## src/rtl/hc_pkg.sv

```systemverilog
package hc_pkg;

   // Ownership state of one output link
   typedef enum logic [0:0] {
      LINK_FREE = 1'b0,
      LINK_HELD = 1'b1
   } link_state_e;

   // Increment with wrap at n (n >= 1)
   function automatic int unsigned wrap_inc(input int unsigned v, input int unsigned n);
      return (v + 1 >= n) ? 0 : v + 1;
   endfunction

endpackage

```

## src/rtl/hc_flit_fifo.sv

```systemverilog
module hc_flit_fifo #(
   parameter int W     = 10,
   parameter int DEPTH = 4
) (
   input  logic         clk,
   input  logic         rst_n,
   input  logic         wr_valid,
   input  logic [W-1:0] wr_data,
   output logic         wr_ready,
   output logic         rd_valid,
   output logic [W-1:0] rd_data,
   input  logic         rd_pop
);
   localparam int AW = (DEPTH > 1) ? $clog2(DEPTH) : 1;
   localparam int CW = $clog2(DEPTH + 1);

   logic [W-1:0]  mem [DEPTH];
   logic [AW-1:0] wr_ptr, rd_ptr;
   logic [CW-1:0] cnt;
   logic          push, pop;

   assign wr_ready = (cnt != CW'(DEPTH));
   assign rd_valid = (cnt != '0);
   assign rd_data  = mem[rd_ptr];
   assign push     = wr_valid && wr_ready;
   assign pop      = rd_pop && rd_valid;

   always_ff @(posedge clk) begin
      if (push) mem[wr_ptr] <= wr_data;
   end

   always_ff @(posedge clk) begin
      if (!rst_n) begin
         wr_ptr <= '0;
         rd_ptr <= '0;
         cnt    <= '0;
      end else begin
         if (push) wr_ptr <= AW'(hc_pkg::wrap_inc(int'(wr_ptr), DEPTH));
         if (pop)  rd_ptr <= AW'(hc_pkg::wrap_inc(int'(rd_ptr), DEPTH));
         case ({push, pop})
            2'b10:   cnt <= cnt + CW'(1);
            2'b01:   cnt <= cnt - CW'(1);
            default: cnt <= cnt;
         endcase
      end
   end
endmodule

```

## src/rtl/hc_ecube_route.sv

```systemverilog
module hc_ecube_route #(
   parameter int DIM = 3,
   parameter int PW  = 2
) (
   input  logic [DIM-1:0] dest,
   input  logic [DIM-1:0] self_addr,
   output logic [PW-1:0]  port
);
   logic [DIM-1:0] diff;
   assign diff = dest ^ self_addr;

   // Scan from the top so the lowest set bit wins; zero diff selects local
   always_comb begin
      port = PW'(DIM);
      for (int b = DIM - 1; b >= 0; b--) begin
         if (diff[b]) port = PW'(b);
      end
   end
endmodule

```

## src/rtl/hc_rr_arb.sv

```systemverilog
module hc_rr_arb #(
   parameter int N  = 4,
   parameter int IW = 2
) (
   input  logic          clk,
   input  logic          rst_n,
   input  logic [N-1:0]  req,
   input  logic          take,
   output logic          gnt_valid,
   output logic [IW-1:0] gnt_idx
);
   logic [IW-1:0] ptr;

   always_comb begin
      gnt_valid = 1'b0;
      gnt_idx   = '0;
      for (int k = 0; k < N; k++) begin
         int idx;
         idx = int'(ptr) + k;
         if (idx >= N) idx = idx - N;
         if (!gnt_valid && req[idx]) begin
            gnt_valid = 1'b1;
            gnt_idx   = IW'(idx);
         end
      end
   end

   always_ff @(posedge clk) begin
      if (!rst_n) ptr <= '0;
      else if (take && gnt_valid) ptr <= IW'(hc_pkg::wrap_inc(int'(gnt_idx), N));
   end
endmodule

```

## src/rtl/hc_router.sv

```systemverilog
module hc_router #(
   parameter int DIM        = 3,
   parameter int DATA_W     = 8,
   parameter int FIFO_DEPTH = 4
) (
   input  logic                      clk,
   input  logic                      rst_n,
   input  logic [DIM-1:0]            my_addr,
   input  logic [DIM:0]              in_valid,
   output logic [DIM:0]              in_ready,
   input  logic [DIM:0]              in_head,
   input  logic [DIM:0]              in_tail,
   input  logic [(DIM+1)*DATA_W-1:0] in_data,
   output logic [DIM:0]              out_valid,
   input  logic [DIM:0]              out_ready,
   output logic [DIM:0]              out_head,
   output logic [DIM:0]              out_tail,
   output logic [(DIM+1)*DATA_W-1:0] out_data
);
   import hc_pkg::*;

   localparam int P  = DIM + 1;
   localparam int PW = $clog2(P);
   localparam int FW = DATA_W + 2;

   // Elaboration-time parameter checks
   if (DIM < 1) begin : g_bad_dim
      $error("hc_router: DIM must be at least 1");
   end
   if (DATA_W < DIM) begin : g_bad_width
      $error("hc_router: DATA_W must hold a DIM-bit destination");
   end
   if (FIFO_DEPTH < 2) begin : g_bad_depth
      $error("hc_router: FIFO_DEPTH must be at least 2");
   end

   logic [P-1:0]      f_valid, f_head, f_tail, pop, busy_in, held;
   logic [DATA_W-1:0] f_data  [P];
   logic [PW-1:0]     route_w [P];
   logic [PW-1:0]     owner_w [P];
   logic [P-1:0]      req_m   [P];

   // Input side: flit FIFO and route computation per port
   for (genvar i = 0; i < P; i++) begin : g_in
      logic [FW-1:0] wr_flit, rd_flit;
      assign wr_flit = {in_head[i], in_tail[i], in_data[i*DATA_W +: DATA_W]};

      hc_flit_fifo #(.W(FW), .DEPTH(FIFO_DEPTH)) u_fifo (
         .clk      (clk),
         .rst_n    (rst_n),
         .wr_valid (in_valid[i]),
         .wr_data  (wr_flit),
         .wr_ready (in_ready[i]),
         .rd_valid (f_valid[i]),
         .rd_data  (rd_flit),
         .rd_pop   (pop[i])
      );

      assign f_head[i] = rd_flit[FW-1];
      assign f_tail[i] = rd_flit[FW-2];
      assign f_data[i] = rd_flit[DATA_W-1:0];

      hc_ecube_route #(.DIM(DIM), .PW(PW)) u_route (
         .dest      (f_data[i][DIM-1:0]),
         .self_addr (my_addr),
         .port      (route_w[i])
      );
   end

   // An input that already owns an output may not request another
   always_comb begin
      busy_in = '0;
      for (int o = 0; o < P; o++) begin
         for (int i = 0; i < P; i++) begin
            if (held[o] && owner_w[o] == PW'(i)) busy_in[i] = 1'b1;
         end
      end
   end

   always_comb begin
      for (int o = 0; o < P; o++) begin
         req_m[o] = '0;
         for (int i = 0; i < P; i++) begin
            req_m[o][i] = f_valid[i] && f_head[i] && !busy_in[i] &&
                          (route_w[i] == PW'(o));
         end
      end
   end

   // Output side: arbiter plus packet lock per port
   for (genvar o = 0; o < P; o++) begin : g_out
      link_state_e   lock_q;
      logic [PW-1:0] owner_q;
      logic          gnt_valid;
      logic [PW-1:0] gnt_idx;
      logic          take;

      assign take = (lock_q == LINK_FREE);

      hc_rr_arb #(.N(P), .IW(PW)) u_arb (
         .clk       (clk),
         .rst_n     (rst_n),
         .req       (req_m[o]),
         .take      (take),
         .gnt_valid (gnt_valid),
         .gnt_idx   (gnt_idx)
      );

      always_ff @(posedge clk) begin
         if (!rst_n) begin
            lock_q  <= LINK_FREE;
            owner_q <= '0;
         end else if (lock_q == LINK_FREE) begin
            if (gnt_valid) begin
               lock_q  <= LINK_HELD;
               owner_q <= gnt_idx;
            end
         end else if (out_valid[o] && out_ready[o] && out_tail[o]) begin
            lock_q <= LINK_FREE;
         end
      end

      assign held[o]    = (lock_q == LINK_HELD);
      assign owner_w[o] = owner_q;
   end

   // Crossbar: each held output shows the front flit of its owner
   always_comb begin
      for (int o = 0; o < P; o++) begin
         out_valid[o]                     = held[o] && f_valid[owner_w[o]];
         out_head[o]                      = f_head[owner_w[o]];
         out_tail[o]                      = f_tail[owner_w[o]];
         out_data[o*DATA_W +: DATA_W]     = f_data[owner_w[o]];
      end
   end

   always_comb begin
      pop = '0;
      for (int o = 0; o < P; o++) begin
         for (int i = 0; i < P; i++) begin
            if (held[o] && owner_w[o] == PW'(i) && out_ready[o] && f_valid[i])
               pop[i] = 1'b1;
         end
      end
   end
endmodule

```

## config.mk

```make
export PLATFORM = sky130hd
export DESIGN_NAME = hc_router
export DESIGN_NICKNAME = d
export VERILOG_FILES = /design/src/rtl/hc_pkg.sv /design/src/rtl/hc_flit_fifo.sv /design/src/rtl/hc_ecube_route.sv /design/src/rtl/hc_rr_arb.sv /design/src/rtl/hc_router.sv
export SDC_FILE = /design/constraint.sdc
export NUM_CORES = 1
export LEC_CHECK = 0
export ABC_AREA = 1
export BUFFER_PORTS_ARGS = -buffer_cell sky130_fd_sc_hd__buf_2
export CAP_MARGIN = 20
export CORE_MARGIN = 5
export CORE_UTILIZATION = 47
export DETAILED_ROUTE_END_ITERATION = 16
export PLACE_DENSITY = 0.65
export RECOVER_POWER = 100
export SYNTH_ARGS = -nofsm -noshare
export SYNTH_HDL_FRONTEND = slang
export SYNTH_SLANG_ARGS = --single-unit
```

## constraint.sdc

```tcl
create_clock -name clk -period 4.9 [get_ports clk]
set_input_delay 0.735 -clock clk [delete_from_list [all_inputs] [get_ports clk]]
set_output_delay 0.735 -clock clk [all_outputs]
set_load 0.05 [all_outputs]
```

==> metrics.txt, run 1 <==
#FFs+latches synth=216; worst skew pair latency=0.53 ns; max-cap viol count=1; Avg Inst Size Synth=9.37 um^2; sequential share of the synthesized area=51.5%; CTS Hold Bufs=0; Chip Height=166 um; Max Freq=0.246 GHz; number of I/O pins=101; width of the die=166 um; Synth cell types=49; ys async rst share=0%; Post-DP HPWL=22900 um; Core Footprint=24200 um^2; total number of vias=9370; Initial Utilization=47.6%; setup_tns=0 ns; Worst Tran Pin Value=1.71 ns; fraction of synthesized area in multiplexers=0%; Syn Std Cell Area=11500 um^2; Die ar.=27700 um^2; DR DRC count=0; first-pass GRT wire length=48900 um; Final ANT Viol Nets=0; commonest non-fill, non-tap cell in the layout=nand2_1; Worst Skew=0.0164 ns; P&R area growth vs syn=11.3%; failing checks=max-capacitance violations, max-slew violations; Pre-antenna DRT Iters=5; Std-Cell Rows=57; Adder-Cell Fraction of Synth Area=3.42%; Final period util=82.9%; TritonCTS Sinks=216; largest net degree at the start of global routing=33; TritonCTS clock tree=built; Synth Area in XOR/XNOR=0.533%; postcts setup bufs=0; largest family of logic cells by synthesized area=simple AND/OR/NAND/NOR gates; crit start category=flop; post-route minimum period=4.06 ns; initial DRC count=832; CTS H-tree depth=1; Fin. Hold Viols=0; Port Buffer Count=100; nets=1394; Critical Path RT=4.16 ns; Worst IR Drop VDD=0.565 mV; Synth Net Count=1309; Setup Crit Path Kind=reg2out; crit path max fanout=21; RSZ-0062 raised after global routing=false; Min Hold Slack=0.457 ns; vias per inst=5.67; CTS root buf=clkbuf_16; post-synthesis compound-gate area fraction=14.7%; fill cell count=2276; top_reg_cell synth=edfxtp_1; GRT Util Overall=21.9%; Leak=0.00499 uW; grt ovf=0; worst min path class=in2reg; Routed WL=31700 um; Yosys warnings=0; most frequent cells in the layout=nand2_1, edfxtp_1, nand3_1, inv_1, clkbuf_1; Critical Path AT=3.33 ns; initial antenna violation count=1; layout cells sized above 1=11.1%; Worst slew margin=-14.1%; max-slew violations=33; critical path endpoint category=output port; WL per Instance=19.2 um; Setup-failing EPs final=0; number of synthesized flops with an enable pin=160; P per Cell Area=675 nW/um^2; outcome=finished, violations left; Post-CTS Resized=0; simple-gate share of the synthesized area=23.6%; clk buf depth=3; CTS clk-pin slew, worst paths=0.06 ns; vias in the first global route=8842; CTS Buf Count=23; Final Wtd Congestion=1.00; Mapped Cells=1227
[synthesized netlist by cell type (4+ instances only)]
master / number / share of area [%]
inv_1: 92 / 3.0
a221o_1: 21 / 1.8
a22o_1: 4 / 0.30
nand2_2: 37 / 2.0
buf_6: 8 / 0.78
nor2_1: 79 / 2.6
ha_1: 25 / 2.7
a221oi_1: 4 / 0.30
a32o_1: 14 / 1.2
nor2_2: 7 / 0.38
inv_2: 15 / 0.49
nand3_1: 106 / 4.6
buf_4: 7 / 0.46
clkbuf_1: 20 / 0.65
buf_2: 7 / 0.30
o211a_1: 7 / 0.61
a211oi_1: 5 / 0.33
clkinv_1: 15 / 0.49
edfxtp_1: 160 / 42
nor2_4: 9 / 0.88
a21oi_1: 66 / 2.9
o22ai_1: 50 / 2.7
nand3_2: 27 / 2.4
xor2_1: 4 / 0.30
o21ai_1: 7 / 0.30
dfxtp_1: 56 / 9.7
fa_1: 4 / 0.70
o221ai_1: 4 / 0.30
o21ai_0: 65 / 2.8
nand4_1: 22 / 1.2
nand2_1: 250 / 8.2
[through the flow]
step | util, % | power (uW) | std cells | worst slack (ns) | cell area, um^2
floorplan | - | 5820 | 1227 | 1.91 | 11500
global placement | 50.3 | 6880 | 1611 | 1.84 | 12200
detailed placement | 50.3 | 6910 | 1611 | 1.77 | 12200
CTS | 53.7 | 8770 | 1653 | 1.24 | 13000
global route | 52.9 | 9110 | 1654 | 0.700 | 12800
finish | 52.9 | 8650 | 1654 | 0.837 | 12800
[logic make-up after synthesis]
logic type                 after synthesis
buffers and inverters                  165
xor gates and xnor gates                 7
AOI/OAI and AO/OA                      260
adders and majority gates               29
DFF                                    216
and+or+nand+nor                        550
[layer usage]
| metal | track usage (%) | part of all wire [%] | up-vias |
|---|---|---|---|
| li1 | - | - | 4520 |
| met1 | 29.8 | 42 | 4425 |
| met2 | 35.4 | 46 | 353 |
| met3 | 4.08 | 7.4 | 72 |
| met4 | 8.11 | 3.9 | 0 |
| met5 | 0 | 0 | - |
[critical path, cell delays in order, from the launching register on]
cell and delay (ns):
dfxtp_1 0.54, inv_1 0.55, nand2_1 0.10, a32o_1 0.31, a22o_1 0.22, a221oi_1 0.54
clkbuf_1 0.53
[flip-flops by register name, summed over array words and instances (netlist names), named ones only]
signal and flops:
g_in.u_fifo.rd_ptr 8, g_in.u_fifo.wr_ptr 8, g_out.lock_q 4, g_in.u_fifo.cnt 12, g_in.u_fifo.mem 160, g_out.owner_q 8, g_out.u_arb.ptr 5
[cell type report]
| class | count | area (um^2) | share of cell area, % |
|---|---|---|---|
| Antenna cell | 1 | 2.50 | 0.0195 |
| Clock buffer | 28 | 636 | 4.97 |
| Clock inverter | 14 | 176 | 1.38 |
| Inverter | 123 | 464 | 3.63 |
| Multi-Input combinational cell | 846 | 4790 | 37.4 |
| Sequential cell | 216 | 5930 | 46.3 |
| Tap cell | 324 | 405 | 3.17 |
| Timing Repair Buffer | 102 | 405 | 3.17 |
[power breakdown]
| part | switching, uW | internal, uW | leakage [uW] | total [uW] |
|---|---|---|---|---|
| sequential | 253 | 2170 | 0.00193 | 2430 |
| clock | 743 | 1100 | 0.000400 | 1840 |
| combinational | 3300 | 1080 | 0.00266 | 4380 |
| total | 4290 | 4350 | 0.00499 | 8650 |
[final timing paths]
path	startpoint	to	slack, ns	cells past startpoint
worst max register to register	flop	g_out[2].u_arb.ptr[1]	1.35	18
worst min-delay path	in_data[4]	g_in[0].u_fifo.mem[0][4]	0.46	1
worst min register to register	g_in[3].u_fifo.cnt[0]	g_in[3].u_fifo.cnt[0]	0.48	1
worst max-delay path	flop	out_tail[3]	0.84	6
(Power assumes the default switching activity.)
==> run 2, diff against run 1 <==
==> constraint.sdc (replaced) <==
create_clock -name clk -period 3.99 [get_ports clk]
set_input_delay 0.5985 -clock clk [delete_from_list [all_inputs] [get_ports clk]]
set_output_delay 0.5985 -clock clk [all_outputs]
set_load 0.05 [all_outputs]
==> metrics.txt, run 2 (synthesis results as in run 1) <==
Post-DP HPWL=23300 um (+1.6%); CTS root buf=clkbuf_16; Post-Layout Inst Area=12800 um^2 (+0.30%); Pre-antenna DRT Iters=5 (unchanged); postcts setup bufs=0 (unchanged); CTS Hold Bufs=0 (unchanged); initial DRC count=867 (+4.2%); Core Footprint=24200 um^2 (unchanged); largest net degree at the start of global routing=33 (unchanged); Fin. Hold Viols=0 (unchanged); GRT Util Overall=22.3% (+0.33 points); Critical Path AT=3.08 ns (-0.25 ns); P per Cell Area=833 nW/um^2 (+23%); CTS clk-pin slew, worst paths=0.06 ns (about the same); Largest regs=g_in.u_fifo.mem (160), g_in.u_fifo.cnt (12); initial antenna violation count=1 (unchanged); post-route minimum period=3.68 ns; Std-Cell Rows=57 (unchanged); Worst Tran Pin Value=1.75 ns (+0.0417 ns); Initial Utilization=47.6% (unchanged); worst skew pair latency=0.54 ns (about the same); DR DRC count=0 (unchanged); Worst IR Drop VDD=0.782 mV (+38%); width of the die=166 um (unchanged); post-layout util=53.1% (+0.16 points); setup_tns=0 ns (unchanged); Leak=0.00502 uW (+0.50%); Final ANT Viol Nets=0 (unchanged); total number of vias=9374 (+0.043%); Critical Path RT=3.39 ns (-0.77 ns); crit start category=flop; RSZ-0062 raised after global routing=false; Final period util=92.3%; TritonCTS clock tree=built; Setup Crit Path Kind=reg2out; CTS H-tree depth=1 (unchanged); Die ar.=27700 um^2 (unchanged); most frequent cells in the layout=nand2_1, edfxtp_1, nand3_1, inv_1, clkbuf_1; outcome=finished, violations left; max FFs per register=160 (unchanged); WL per Instance=19.4 um (+0.91%); first-pass GRT wire length=49400 um (+1.1%); vias in the first global route=8844 (+0.023%); Worst slew margin=-16.9% (-2.8 points); Setup-failing EPs final=0 (unchanged); Max Freq=0.272 GHz; failing checks=max-capacitance violations, max-slew violations; CTS Buf Count=24 (+4.3%); grt ovf=0 (unchanged); layout cells sized above 1=12.3% (+1.1 points); P&R area growth vs syn=11.7%; clk buf depth=3 (unchanged); Final Wtd Congestion=0.998 (-0.34%); vias per inst=5.64 (-0.38%); max-cap viol count=1 (unchanged); nets=1400 (+0.43%); Port Buffer Count=100 (unchanged); Worst Skew=0.0228 ns (+0.00645 ns); crit path max fanout=20 (-4.8%); number of I/O pins=101 (unchanged); Power, Total=10700 uW (+24%); placed cell area=12200 um^2 (+0.31%); critical path endpoint category=output port; Routed WL=32200 um (+1.3%); worst min path class=in2reg; TritonCTS Sinks=216 (unchanged); Chip Height=166 um (unchanged); Biggest register=g_in.u_fifo.mem; Post-CTS Resized=0 (unchanged); commonest non-fill, non-tap cell in the layout=nand2_1; max-slew violations=33 (unchanged); fill cell count=2263 (-0.57%)
==> run 2: cell count changes in the layout (fill, tap and decap cells not counted), sizes merged <==
cell,change
clkinvlp,+3
buf,+10
bufinv,-1
inv,-3
clkbuf,-2
==> run 2: per-stage QoR <==
step           instances  hold slack, ns  setup slack, ns
6_report            1661           0.307            0.307
3_5_place_dp        1616           0.479             1.12
4_1_cts             1660           0.259            0.607
3_3_place_gp        1616           0.462             1.13
5_1_grt             1661           0.321            0.246
2_1_floorplan       1227           0.444             1.13
==> run 2: power by group <==
part           internal, uW  switching [uW]  leakage, uW
Clock                  1290             928     0.000380
Combinational          1360            4170      0.00271
Sequential             2670             273      0.00193
Total                  5320            5370      0.00502
==> run 2: final cells by class <==
cell class,instances,area (um^2),share of cell area (%)
Sequential cell,216,5930,46.2
Multi-Input combinational cell,846,4790,37.3
Clock buffer,31,647,5.04
Inverter,123,464,3.62
Timing Repair Buffer,107,447,3.48
Tap cell,324,405,3.16
Clock inverter,13,154,1.20
Antenna cell,1,2.50,0.0195
==> run 2: per-layer routing <==
layer  global-route usage (%)  wire [um]  share of wire [%]  up-vias
met2                     36.3      15000                 47      357
met4                     8.54       1330                4.1        0
met3                     4.38       2470                7.7       73
met1                     29.6      13300                 41     4398
li1                         -          -                  -     4546
met5                        0          0                  0        -
==> run 2: worst paths after layout <==
check | endpoint | startpoint | slack [ns] | cells after the start
worst max-delay path | out_tail[3] | flop | 0.31 | 6
worst min-delay path | g_in[3].u_fifo.mem[2][7] | in_data[31] | 0.31 | 1
worst min register to register | g_in[0].u_fifo.cnt[2] | g_in[0].u_fifo.cnt[2] | 0.49 | 2
worst max register to register | g_out[2].u_arb.ptr[1] | flop | 0.66 | 17
==> run 2: worst max-delay path: stages, from the launching register on <==
cell,delay [ns]
dfxtp_1,0.43
inv_1,0.54
nand2_1,0.12
a32o_1,0.33
a22o_1,0.23
a221oi_1,0.52
buf_2,0.38
==> run 3, diff against run 2 <==
--- a/config.mk
+++ b/config.mk
@@ -12,7 +12,6 @@
 export CORE_UTILIZATION = 47
 export DETAILED_ROUTE_END_ITERATION = 16
 export PLACE_DENSITY = 0.65
-export RECOVER_POWER = 100
 export SYNTH_ARGS = -nofsm -noshare
 export SYNTH_HDL_FRONTEND = slang
 export SYNTH_SLANG_ARGS = --single-unit
==> metrics.txt, run 3 (synthesis results as in run 1) <==
Fin. Hold Viols=0 (unchanged); Port Buffer Count=100 (unchanged); Std-Cell Rows=57 (unchanged); max-cap viol count=0 (-1); layout cells sized above 1=19.2% (+7.0 points); clock power share=20.5% (-0.2 points); TritonCTS clock tree=built; Routed WL=32200 um (about the same); post-route minimum period=3.41 ns (-0.270 ns); crit start category=flop; r2r worst-path depth=18 (+1); Final ANT Viol Nets=0 (unchanged); CTS root buf=clkbuf_16; RSZ-0062 raised after global routing=false; Psw=5410 uW (+0.76%); CP max-delay cell=dfxtp_1; Critical Path RT=3.39 ns (about the same); Final Wtd Congestion=0.998 (unchanged); worst reg2reg setup slack=1.08 ns (+0.42 ns); Initial Utilization=47.6% (unchanged); Setup Crit Path Kind=reg2out; worst min path class=in2reg; Worst Tran Pin Value=1.03 ns (-0.722 ns); clk buf depth=3 (unchanged); initial antenna violation count=1 (unchanged); Final period util=85.5% (-6.8 points); CTS Hold Bufs=0 (unchanged); Logic pwr share=52.4% (+0.7 points); Chip Height=166 um (unchanged); sequential power share=27.2% (-0.3 points); CP delay by family, top=compound AO/OA/AOI/OAI gates; total number of vias=9413 (+0.42%); Worst Skew=0.0183 ns (-0.00445 ns); width of the die=166 um (unchanged); Worst slew margin=30.9% (+48 points); CTS clk-pin slew, worst paths=0.06 ns (about the same); max-slew violations=0 (-100%); CTS Buf Count=24 (unchanged); Post-Layout Inst Area=13000 um^2 (+1.3%); DR DRC count=0 (unchanged); cell breakdown of the critical path=buf_4 > nand2_1 > a32o_1 > a22o_1 > a221oi_1 > buf_2; Post-DP HPWL=23300 um (unchanged); GRT Util Overall=22.3% (unchanged); Pre-antenna DRT Iters=5 (unchanged); vias per inst=5.67 (+0.42%); number of I/O pins=101 (unchanged); Core Footprint=24200 um^2 (unchanged); postcts setup bufs=0 (unchanged); most frequent cells in the layout=nand2_1, edfxtp_1, nand3_1, buf_2, inv_1; CP max stage delay=0.57 ns (+0.03 ns); placed cell area=12200 um^2 (unchanged); Biggest register=g_in.u_fifo.mem; setup_tns=0 ns (unchanged); initial DRC count=888 (+2.4%); Post-CTS Resized=0 (unchanged); Die ar.=27700 um^2 (unchanged); Internal=5440 uW (+2.3%); P&R area growth vs syn=13.1%; worst skew pair latency=0.54 ns (about the same); Setup-failing EPs final=0 (unchanged); crit path max fanout=12 (-40%); Critical Path Stages=6 (unchanged); largest net degree at the start of global routing=33 (unchanged); crit path buf inv count=2 (unchanged); Worst Hold Path Cells=1 (unchanged); Worst R2R End=g_out[2].u_arb.ptr[1]; Worst setup endpoint=out_tail[3]; grt ovf=0 (unchanged); Leak=0.00526 uW (+4.8%); CTS H-tree depth=1 (unchanged); P per Cell Area=835 nW/um^2 (+0.22%); Min Hold Slack=0.271 ns (-0.0356 ns); WL per Instance=19.4 um (about the same); vias in the first global route=8844 (unchanged); Worst IR Drop VDD=0.803 mV (+2.7%); TritonCTS Sinks=216 (unchanged); max FFs per register=160 (unchanged); Critical Path AT=2.81 ns (-0.27 ns); commonest non-fill, non-tap cell in the layout=nand2_1; switching share of total power=49.9% (-0.38 points); fill cell count=2217 (-2.0%); critical path endpoint category=output port; Largest regs=g_in.u_fifo.mem (160), g_in.u_fifo.cnt (12); nets=1400 (unchanged); first-pass GRT wire length=49400 um (unchanged); outcome=complete, no violations; Max Freq=0.293 GHz (+7.9%)
run 3: cell types whose count changed in the layout (fill, tap and decap cells not counted), sizes merged:
cell,delta
clkbuf,-83
buf,+83
run 3: power groups by stage:
stage / combinational (uW) / sequential (uW) / clock (uW)
finish: 5680 / 2950 / 2220
global route: 6070 / 2980 / 2350
CTS: 5610 / 2940 / 2250
detailed placement: 5580 / 2990 / 0
global placement: 5560 / 2980 / 0
floorplan: 4320 / 2830 / 0
run 3: cell type report:
cell class / instances / area [um^2] / area share (%)
sequential: 216 / 5930 / 45.6
inverter: 123 / 464 / 3.57
antenna: 1 / 2.50 / 0.0192
clock inverter: 13 / 154 / 1.18
clock buffer: 31 / 647 / 4.97
multi-input combinational: 846 / 4860 / 37.3
tap: 324 / 405 / 3.12
timing repair buffer: 107 / 553 / 4.25
run 3: layer usage:
| layer | track usage, % | wire, um | vias up |
|---|---|---|---|
| li1 | - | - | 4542 |
| met4 | 8.54 | 1480 | 0 |
| met3 | 4.38 | 2550 | 93 |
| met2 | 36.3 | 14900 | 384 |
| met1 | 29.6 | 13200 | 4394 |
| met5 | 0 | 0 | - |
run 3: worst min-delay path by stage:
stage | to | slack, ns | from
after floorplan | g_in[3].u_fifo.cnt[0] | 0.44 | g_in[3].u_fifo.cnt[0]
after global placement | g_in[3].u_fifo.cnt[0] | 0.46 | g_in[3].u_fifo.cnt[0]
after detailed placement | g_in[0].u_fifo.cnt[2] | 0.48 | g_in[0].u_fifo.cnt[2]
after CTS | g_in[2].u_fifo.mem[1][7] | 0.26 | in_data[23]
after global routing | g_in[2].u_fifo.mem[1][7] | 0.27 | in_data[23]
final | g_in[3].u_fifo.mem[3][2] | 0.27 | in_data[26]
run 3: through the flow:
step / power, uW / utilization, % / setup slack, ns / instances
floorplan: 7150 / - / 1.13 / 1227
global placement: 8540 / 50.5 / 1.13 / 1616
detailed placement: 8570 / 50.5 / 1.12 / 1616
CTS: 10800 / 53.8 / 0.607 / 1660
global route: 11400 / 53.8 / 0.491 / 1661
finish: 10900 / 53.8 / 0.578 / 1661
